--- src/rtl/i2c_regslave.sv ---
module i2c_regslave #(
  parameter logic [5:0] DEV_CODE   = 6'b101000,
  parameter int         MEM_BYTES  = 64,
  parameter int         CTRL_BASE  = 240,
  parameter int         CTRL_BYTES = 16,
  parameter int         PAGE_BYTES = 8
) (
  input  logic       clk,
  input  logic       rst_n,
  input  logic       scl_in,
  input  logic       sda_in,
  input  logic       addr_strap,
  output logic       sda_drive_low,
  output logic [7:0] reg_addr,
  output logic [7:0] reg_wdata,
  output logic       reg_we,
  output logic       reg_re,
  input  logic [7:0] reg_rdata
);
  localparam int         PG_W    = $clog2(PAGE_BYTES);
  localparam logic [7:0] MEM_END = 8'(MEM_BYTES - 1);
  localparam logic [7:0] CTRL_LO = 8'(CTRL_BASE);
  localparam logic [7:0] CTRL_HI = 8'(CTRL_BASE + CTRL_BYTES - 1);

  typedef enum logic [3:0] {
    S_IDLE, S_DEV, S_DEV_ACK, S_MADR, S_MADR_ACK, S_WR, S_WR_ACK, S_RD, S_RD_ACK
  } st_t;

  st_t        state;
  logic [1:0] scl_sy, sda_sy;
  logic       scl_p, sda_p;
  logic [3:0] cnt;
  logic [7:0] sh, tx, ptr;
  logic       rw, oe, wr_go, rd_go;

  wire scl_q    = scl_sy[1];
  wire sda_q    = sda_sy[1];
  wire scl_rise = scl_q & ~scl_p;
  wire scl_fall = ~scl_q & scl_p;
  wire start_c  = scl_q & scl_p & sda_p & ~sda_q;
  wire stop_c   = scl_q & scl_p & ~sda_p & sda_q;
  wire ok       = (ptr <= MEM_END) || (ptr >= CTRL_LO && ptr <= CTRL_HI);
  wire [7:0] pg_next = {ptr[7:PG_W], ptr[PG_W-1:0] + 1'b1};

  assign sda_drive_low = oe;
  assign reg_addr      = ptr;
  assign reg_wdata     = sh;
  assign reg_we        = wr_go;
  assign reg_re        = rd_go;

  always_ff @(posedge clk or negedge rst_n)
    if (!rst_n) begin
      scl_sy <= 2'b11; sda_sy <= 2'b11; scl_p <= 1'b1; sda_p <= 1'b1;
    end else begin
      scl_sy <= {scl_sy[0], scl_in};
      sda_sy <= {sda_sy[0], sda_in};
      scl_p  <= scl_q;
      sda_p  <= sda_q;
    end

  always_ff @(posedge clk or negedge rst_n)
    if (!rst_n) begin
      state <= S_IDLE; cnt <= '0; sh <= '0; tx <= '0; ptr <= '0;
      rw <= 1'b0; oe <= 1'b0; wr_go <= 1'b0; rd_go <= 1'b0;
    end else begin
      wr_go <= 1'b0;
      rd_go <= 1'b0;
      if (wr_go) ptr <= pg_next;
      if (rd_go) tx <= ok ? reg_rdata : 8'h00;
      if (start_c) begin
        state <= S_DEV; cnt <= '0; oe <= 1'b0;
      end else if (stop_c) begin
        state <= S_IDLE; oe <= 1'b0;
      end else begin
        case (state)
          S_DEV, S_MADR, S_WR: begin
            if (scl_rise) begin
              sh  <= {sh[6:0], sda_q};
              cnt <= cnt + 1'b1;
            end else if (scl_fall && cnt == 4'd8) begin
              cnt <= '0;
              case (state)
                S_DEV:
                  if (sh[7:1] == {DEV_CODE, addr_strap}) begin
                    oe <= 1'b1; rw <= sh[0]; rd_go <= sh[0]; state <= S_DEV_ACK;
                  end else begin
                    state <= S_IDLE;
                  end
                S_MADR: begin
                  oe <= 1'b1; ptr <= sh; state <= S_MADR_ACK;
                end
                default: begin
                  oe <= ok; wr_go <= ok; state <= S_WR_ACK;
                end
              endcase
            end
          end
          S_DEV_ACK, S_MADR_ACK, S_WR_ACK:
            if (scl_fall) begin
              if (state == S_DEV_ACK && rw) begin
                oe <= ~tx[7]; tx <= {tx[6:0], 1'b0}; cnt <= 4'd1; state <= S_RD;
              end else begin
                oe <= 1'b0; cnt <= '0;
                state <= (state == S_DEV_ACK) ? S_MADR : S_WR;
              end
            end
          S_RD:
            if (scl_fall) begin
              if (cnt == 4'd8) begin
                oe <= 1'b0; cnt <= '0; state <= S_RD_ACK;
              end else begin
                oe <= ~tx[7]; tx <= {tx[6:0], 1'b0}; cnt <= cnt + 1'b1;
              end
            end
          S_RD_ACK:
            if (scl_rise) begin
              if (sda_q) state <= S_IDLE;
              else begin
                ptr <= ptr + 1'b1; rd_go <= 1'b1;
              end
            end else if (scl_fall) begin
              oe <= ~tx[7]; tx <= {tx[6:0], 1'b0}; cnt <= 4'd1; state <= S_RD;
            end
          default: ;
        endcase
      end
    end

  assert_oe_scl_low_R8: assert property (@(posedge clk) disable iff (!rst_n)
    $rose(oe) |-> !scl_q);
  assert_strobe_excl_R9: assert property (@(posedge clk) disable iff (!rst_n)
    !(wr_go && rd_go));
  assert_we_pulse_R9: assert property (@(posedge clk) disable iff (!rst_n)
    wr_go |=> !wr_go);
  assert_we_in_range_R7: assert property (@(posedge clk) disable iff (!rst_n)
    wr_go |-> ok);
  assert_page_hold_R4: assert property (@(posedge clk) disable iff (!rst_n)
    wr_go |=> ptr[7:PG_W] == $past(ptr[7:PG_W]));
  assert_re_phase_R5: assert property (@(posedge clk) disable iff (!rst_n)
    rd_go |-> (state == S_DEV_ACK || state == S_RD_ACK));
endmodule

--- config.mk ---
export PLATFORM = sky130hd
export DESIGN_NAME = i2c_regslave
export DESIGN_NICKNAME = d
export VERILOG_FILES = /design/src/rtl/i2c_regslave.sv
export SDC_FILE = /design/constraint.sdc
export NUM_CORES = 1
export LEC_CHECK = 0
export BUFFER_PORTS_ARGS = -buffer_cell sky130_fd_sc_hd__clkbuf_2
export CAP_MARGIN = 20
export CORE_MARGIN = 3
export CORE_UTILIZATION = 30
export DETAILED_ROUTE_END_ITERATION = 6
export PLACE_DENSITY = 0.53
export SYNTH_ARGS = -nofsm -noshare
export SYNTH_HDL_FRONTEND = slang
export SYNTH_SLANG_ARGS = --single-unit
--- constraint.sdc ---
create_clock -name clk -period 5.52 [get_ports clk]
set_clock_uncertainty 0.15 [all_clocks]
set_input_delay 0.276 -clock clk [delete_from_list [all_inputs] [get_ports clk]]
set_output_delay 0.276 -clock clk [all_outputs]
set_load 0.02 [all_outputs]
==> flow_metrics.env, run 1 <==
export IMPL_ctsHoldBuffers=3
export IMPL_slowest_stage="dfrtp_1"
export IMPL_tightest_slew_ns=0.751
export IMPL_peakVddDrop_mv=0.191
export IMPL_coreArea_mm2=0.00797
export IMPL_yosysSeqAreaShare=0.417
export IMPL_antenna_found_initial=0
export IMPL_die_area_mm2=0.00961
export IMPL_drive_gt1_frac=0.182
export IMPL_final_nets=314
export IMPL_root_buffer="clkbuf_8"
export IMPL_dr_wl_met3_um=354
export IMPL_clockBufferDepth=2
export IMPL_drc_errors=0
export IMPL_crit_buf_inv=0
export IMPL_r2r_slack_ns=2.95
export IMPL_maxCapViolations=0
export IMPL_synth_fp_nets=286
export IMPL_synth_cell_types=61
export IMPL_hold_path_class="input pin to flip-flop"
export IMPL_hold_viol_final=0
export IMPL_yosys_most_used_dff="dfrtp_1"
export IMPL_path_class="flip-flop to flip-flop"
export IMPL_drt_total_wl_mm=6.33
export IMPL_path_max_fanout=15
export IMPL_drv_slew=0
export IMPL_period_share=0.465
export IMPL_clk_pin_slew_worst_paths_ns=0.08
export IMPL_top_layer="met4"
export IMPL_finalSetupViolCount=0
export IMPL_cp_start_kind="flip-flop"
export IMPL_syn_inst=267
export IMPL_grt_max_degree=43
export IMPL_period_minus_slack_ns=2.57
export IMPL_max_stage_delay_ns=0.64
export IMPL_power_density_mw_per_mm2=431
export IMPL_grt_pass1_wl_mm=10.9
export IMPL_die_width_um=98.0
export IMPL_crit_chain="nor2b_1 -> nand3_1 -> a32oi_1 -> nand2_1 -> a211oi_1"
export IMPL_core_rowCount=32
export IMPL_async_flop_share=1.00
export IMPL_cts_buffers=5
export IMPL_ys_warn_count=0
export IMPL_portBuffers=31
export IMPL_ios=32
export IMPL_maxSlewHeadroom=0.498
export IMPL_h_tree_depth=2
export IMPL_rsz0062_at_grt="no"
export IMPL_design_area_mm2=0.00293
export IMPL_crit_path_end_kind="flip-flop"
export IMPL_wl_met1_mm=2.99
export IMPL_netlist_area_mm2=0.00254
export IMPL_dr_pass1_iters=4
export IMPL_p_leak_nw=1.29
export IMPL_post_route_util=0.368
export IMPL_finalSetupTns_ns=0
export IMPL_cp_arrival_ns=2.62
export IMPL_vias=2168
export IMPL_num_antenna_cells=0
export IMPL_fp_dieH_um=98.0
export IMPL_start_util=0.319
export IMPL_vias_per_cell=5.45
export IMPL_post_cts_resized=0
export IMPL_cts_sinks=42
export IMPL_tritoncts="built"
export IMPL_power_mw=1.26
export IMPL_insertion_delay_ns=0.29
export IMPL_cp_data_required_time_ns=5.57
export IMPL_run_status="complete, no violations"
export IMPL_grtUsageTotal=0.137
export IMPL_avgSynthCellArea_um2=9.51
export IMPL_dp_hpwl_mm=4.61
export IMPL_route_met2_wl_mm=2.87
export IMPL_synthToLayoutAreaGrowth_pct=15.5
export IMPL_routedWlPerCell_um=15.9
export IMPL_grt_pass1_vias=2135
export IMPL_crit_family="simple AND/OR/NAND/NOR gates"
export IMPL_place_gp_congestion=0.852
export IMPL_layout_common_cells="dfrtp_1, clkbuf_2, inv_1, nand2_1, nor2_1"
export IMPL_fmax_mhz=389
export IMPL_hold_slack_ns=0.0961
export IMPL_synth_edf_count=0
export IMPL_antenna_left=0
export IMPL_final_common_cell="dfrtp_1"
export IMPL_ys_ff_latch=42
export IMPL_drtIter0Drc=192
export IMPL_dpl_cell_area_mm2=0.00276
export IMPL_post_cts_buffers=0
export IMPL_grt_overflow=0
## sequential cells by signal (all words and copies together) (netlist names)
name,cells
rw,1
reg_we,1
tx,8
reg_addr,8
reg_wdata,8
sda_sy,2
cnt,4
sda_p,1
state,4
scl_sy,2
reg_re,1
scl_p,1
sda_drive_low,1
## area by class of cell
cell class | count | area (um2)
Clock buffer | 6 | 82.6
Clock inverter | 2 | 60.1
Fill cell | 828 | 5030
Inverter | 16 | 60.1
Multi-Input combinational cell | 195 | 1350
Sequential cell | 42 | 1060
Tap cell | 102 | 128
Timing Repair Buffer | 35 | 193
## path summary, 6_finish.rpt
kind,startpoint,to,cells after the start
min reg2reg,sda_sy[0]$_DFF_PN1_,sda_sy[1]$_DFF_PN1_,0
max,state[0]$_DFFE_PN0P_,state[2]$_DFFE_PN0P_,5
max reg2reg,state[0]$_DFFE_PN0P_,state[2]$_DFFE_PN0P_,5
min,reg_rdata[0],tx[0]$_DFF_PN0_,3
max in group asynchronous,rst_n,sda_p$_DFF_PN1_,3
min in group asynchronous,rst_n,reg_wdata[7]$_DFFE_PN0P_,3
## logic make-up after synthesis
group	after synthesis	synth area share
muxes	16	0.0695
buffers and inverters	30	0.0512
DFF	42	0.417
xor gates and xnor gates	3	0.0103
and+or+nand+nor	91	0.200
adders and majority gates	6	0.0296
AOI/OAI and AO/OA	79	0.223
## worst min-delay path: stages
cell and delay [ns]:
clkbuf_2 0.08, nand3_1 0.07, a21oi_1 0.07
## cell usage after synthesis (2+ instances only)
library cell | n | share of area
a311oi_1 | 2 | 0.0069
mux2_1 | 13 | 0.058
nand4_1 | 4 | 0.0099
a211o_1 | 2 | 0.0069
nand2b_1 | 5 | 0.012
clkbuf_1 | 10 | 0.015
inv_1 | 15 | 0.022
o21ai_1 | 12 | 0.024
a31oi_1 | 3 | 0.0074
o221ai_1 | 2 | 0.0069
nand3b_1 | 2 | 0.0059
o21ai_0 | 11 | 0.022
nor4_1 | 4 | 0.0099
nor2b_1 | 9 | 0.022
nor4b_1 | 4 | 0.014
a21oi_1 | 12 | 0.024
dfstp_2 | 6 | 0.062
nand3_1 | 11 | 0.022
ha_1 | 6 | 0.030
dfrtp_1 | 36 | 0.35
and3b_1 | 2 | 0.0069
nand2_1 | 15 | 0.022
a32oi_1 | 5 | 0.017
xnor2_1 | 3 | 0.010
buf_2 | 2 | 0.0039
nor2_1 | 15 | 0.022
a32o_1 | 2 | 0.0079
a2bb2oi_1 | 2 | 0.0069
and2_1 | 3 | 0.0074
buf_6 | 2 | 0.0089
nor3_1 | 6 | 0.012
o211ai_1 | 2 | 0.0059
o31ai_1 | 2 | 0.0059
or2_2 | 2 | 0.0049
a211oi_1 | 4 | 0.012
mux2i_1 | 3 | 0.012
and3_1 | 4 | 0.0099
## routing by layer
metal	up-vias	track usage
li1	1050	-
met1	1050	0.198
met2	60	0.209
met3	8	0.0193
met4	0	0.0447
met5	-	0
## per-stage QoR
step / std cells / worst slack, ns
after CTS: 398 / 2.98
after floorplan: 267 / 3.18
after global placement: 387 / 3.01
after detailed placement: 387 / 2.97
final: 398 / 2.95
after global routing: 398 / 2.78
## report_power, final
| group | switching, mW | leakage [nW] | internal (mW) |
|---|---|---|---|
| combinational | 0.275 | 0.669 | 0.206 |
| clock | 0.109 | 0.0714 | 0.193 |
| sequential | 0.113 | 0.550 | 0.369 |
(Power assumes the default switching activity.)
==> run 2, diff against run 1 <==
Clock period 5.52 ns to 2.5 ns, I/O delays scaled along.
==> flow_metrics.env, run 2 (synthesis gave the netlist of run 1 again) <==
export IMPL_place_gp_congestion=0.930
export IMPL_post_place_ws_ns=0.208
export IMPL_start_util=0.319
export IMPL_die_area_mm2=0.00961
export IMPL_holdPathEnd="tx[2]$_DFF_PN0_"
export IMPL_clk_pin_slew_worst_paths_ns=0.08
export IMPL_p_leak_nw=1.39
export IMPL_cp_data_required_time_ns=2.55
export IMPL_h_tree_depth=2
export IMPL_rsz0062_at_grt="no"
export IMPL_hold_depth=3
export IMPL_r2r_start="scl_p$_DFF_PN1_"
export IMPL_antenna_left=0
export IMPL_coreArea_mm2=0.00797
export IMPL_layout_common_cells="dfrtp_1, clkbuf_2, buf_4"
export IMPL_final_common_cell="dfrtp_1"
export IMPL_grt_overflow=0
export IMPL_cp_start_kind="flip-flop"
export IMPL_drt_total_wl_mm=6.23
export IMPL_drtIter0Drc=162
export IMPL_cts_buffers=5
export IMPL_wl_met1_mm=2.96
export IMPL_routedWlPerCell_um=14.9
export IMPL_fmax_mhz=434
export IMPL_fp_dieH_um=98.0
export IMPL_vias=2254
export IMPL_path_class="flip-flop to flip-flop"
export IMPL_crit_path_end_kind="flip-flop"
export IMPL_grt_max_degree=43
export IMPL_r2r_end="reg_addr[2]$_DFF_PN0_"
export IMPL_finalSetupTns_ns=0
export IMPL_dpl_cell_area_mm2=0.00288
export IMPL_top_layer="met4"
export IMPL_period_share=0.922
export IMPL_path_max_fanout=9
export IMPL_drive_gt1_frac=0.225
export IMPL_dp_hpwl_mm=4.60
export IMPL_tightest_slew_ns=0.540
export IMPL_hold_path_class="input pin to flip-flop"
export IMPL_maxCapViolations=0
export IMPL_root_buffer="clkbuf_8"
export IMPL_drc_errors=0
export IMPL_maxSlewHeadroom=0.640
export IMPL_dr_wl_met3_um=303
export IMPL_peakVddDrop_mv=0.357
export IMPL_fillCellCount=807
export IMPL_ios=32
export IMPL_finalWorstSetupSlack_ns=0.194
export IMPL_tritoncts="built"
export IMPL_num_antenna_cells=0
export IMPL_period_minus_slack_ns=2.31
export IMPL_dr_pass1_iters=4
export IMPL_run_status="complete, no violations"
export IMPL_design_area_mm2=0.00309
export IMPL_grtUsageTotal=0.134
export IMPL_insertion_delay_ns=0.30
export IMPL_cp_arrival_ns=2.36
export IMPL_core_rowCount=32
export IMPL_reg2reg_depth=6
export IMPL_r2r_slack_ns=0.19
export IMPL_drv_slew=0
export IMPL_vias_per_cell=5.41
export IMPL_cts_sinks=42
export IMPL_die_width_um=98.0
export IMPL_hp_start="reg_rdata[2]"
export IMPL_final_nets=333
export IMPL_grt_pass1_wl_mm=10.7
export IMPL_antenna_found_initial=0
export IMPL_synthToLayoutAreaGrowth_pct=21.6
export IMPL_power_density_mw_per_mm2=944
export IMPL_clockBufferDepth=2
export IMPL_hold_viol_final=0
export IMPL_route_met2_wl_mm=2.87
export IMPL_grt_pass1_vias=2119
export IMPL_finalSetupViolCount=0
export IMPL_portBuffers=31
[run 2: worst max-delay path by stage]
| stage | endpoint | cells after the start | start |
|---|---|---|---|
| floorplan | reg_addr[0]$_DFF_PN0_ | 9 | scl_p$_DFF_PN1_ |
| global placement | reg_addr[1]$_DFF_PN0_ | 7 | scl_p$_DFF_PN1_ |
| detailed placement | reg_addr[2]$_DFF_PN0_ | 6 | scl_p$_DFF_PN1_ |
| CTS | reg_addr[1]$_DFF_PN0_ | 7 | scl_p$_DFF_PN1_ |
| global route | reg_addr[2]$_DFF_PN0_ | 6 | scl_p$_DFF_PN1_ |
| finish | reg_addr[2]$_DFF_PN0_ | 6 | scl_p$_DFF_PN1_ |
[run 2: critical path, cell delays in order, from the launching register on]
cell and delay [ns]:
dfstp_2 0.55, inv_1 0.04, ha_1 0.28, nor4bb_2 0.38, o2111ai_1 0.25, a22o_1 0.32, a311oi_1 0.25
[run 2: repair_timing]
action / in CTS / in global routing
buffers inserted: 0 / 0
resized for setup: 0 / 1
hold buffers: 6 / 0
setup endpoints to repair: 0 / 3
endpoints found under the hold margin: 41 / 0
[run 2: cell type report]
class                           count  area, um2  share of cell area
Clock buffer                        6       82.6              0.0267
Clock inverter                      2       60.1              0.0194
Inverter                           16       60.1              0.0194
Multi-Input combinational cell    195       1360               0.439
Sequential cell                    42       1060               0.343
Tap cell                          102        128              0.0413
Timing Repair Buffer               54        343               0.111
[run 2: power by group]
part / internal (mW) / switching [mW]
logic: 0.551 / 0.722
registers: 0.818 / 0.158
clock network: 0.426 / 0.242
total: 1.79 / 1.12
[run 2: per-layer routing]
metal,track usage,vias to the layer above
met2,0.199,74
li1,-,1089
met3,0.0200,9
met4,0.0447,0
met5,0,-
met1,0.198,1082
[run 2: per-stage QoR]
stage | instances | utilization | power, mW | hold WS (ns)
floorplan | 267 | - | 1.84 | -0.321
global placement | 403 | 0.361 | 2.25 | 0.0634
detailed placement | 403 | 0.361 | 2.24 | 0.0641
CTS | 417 | 0.387 | 2.93 | 0.00248
global route | 417 | 0.388 | 3.12 | 0.0425
finish | 417 | 0.388 | 2.92 | 0.00290
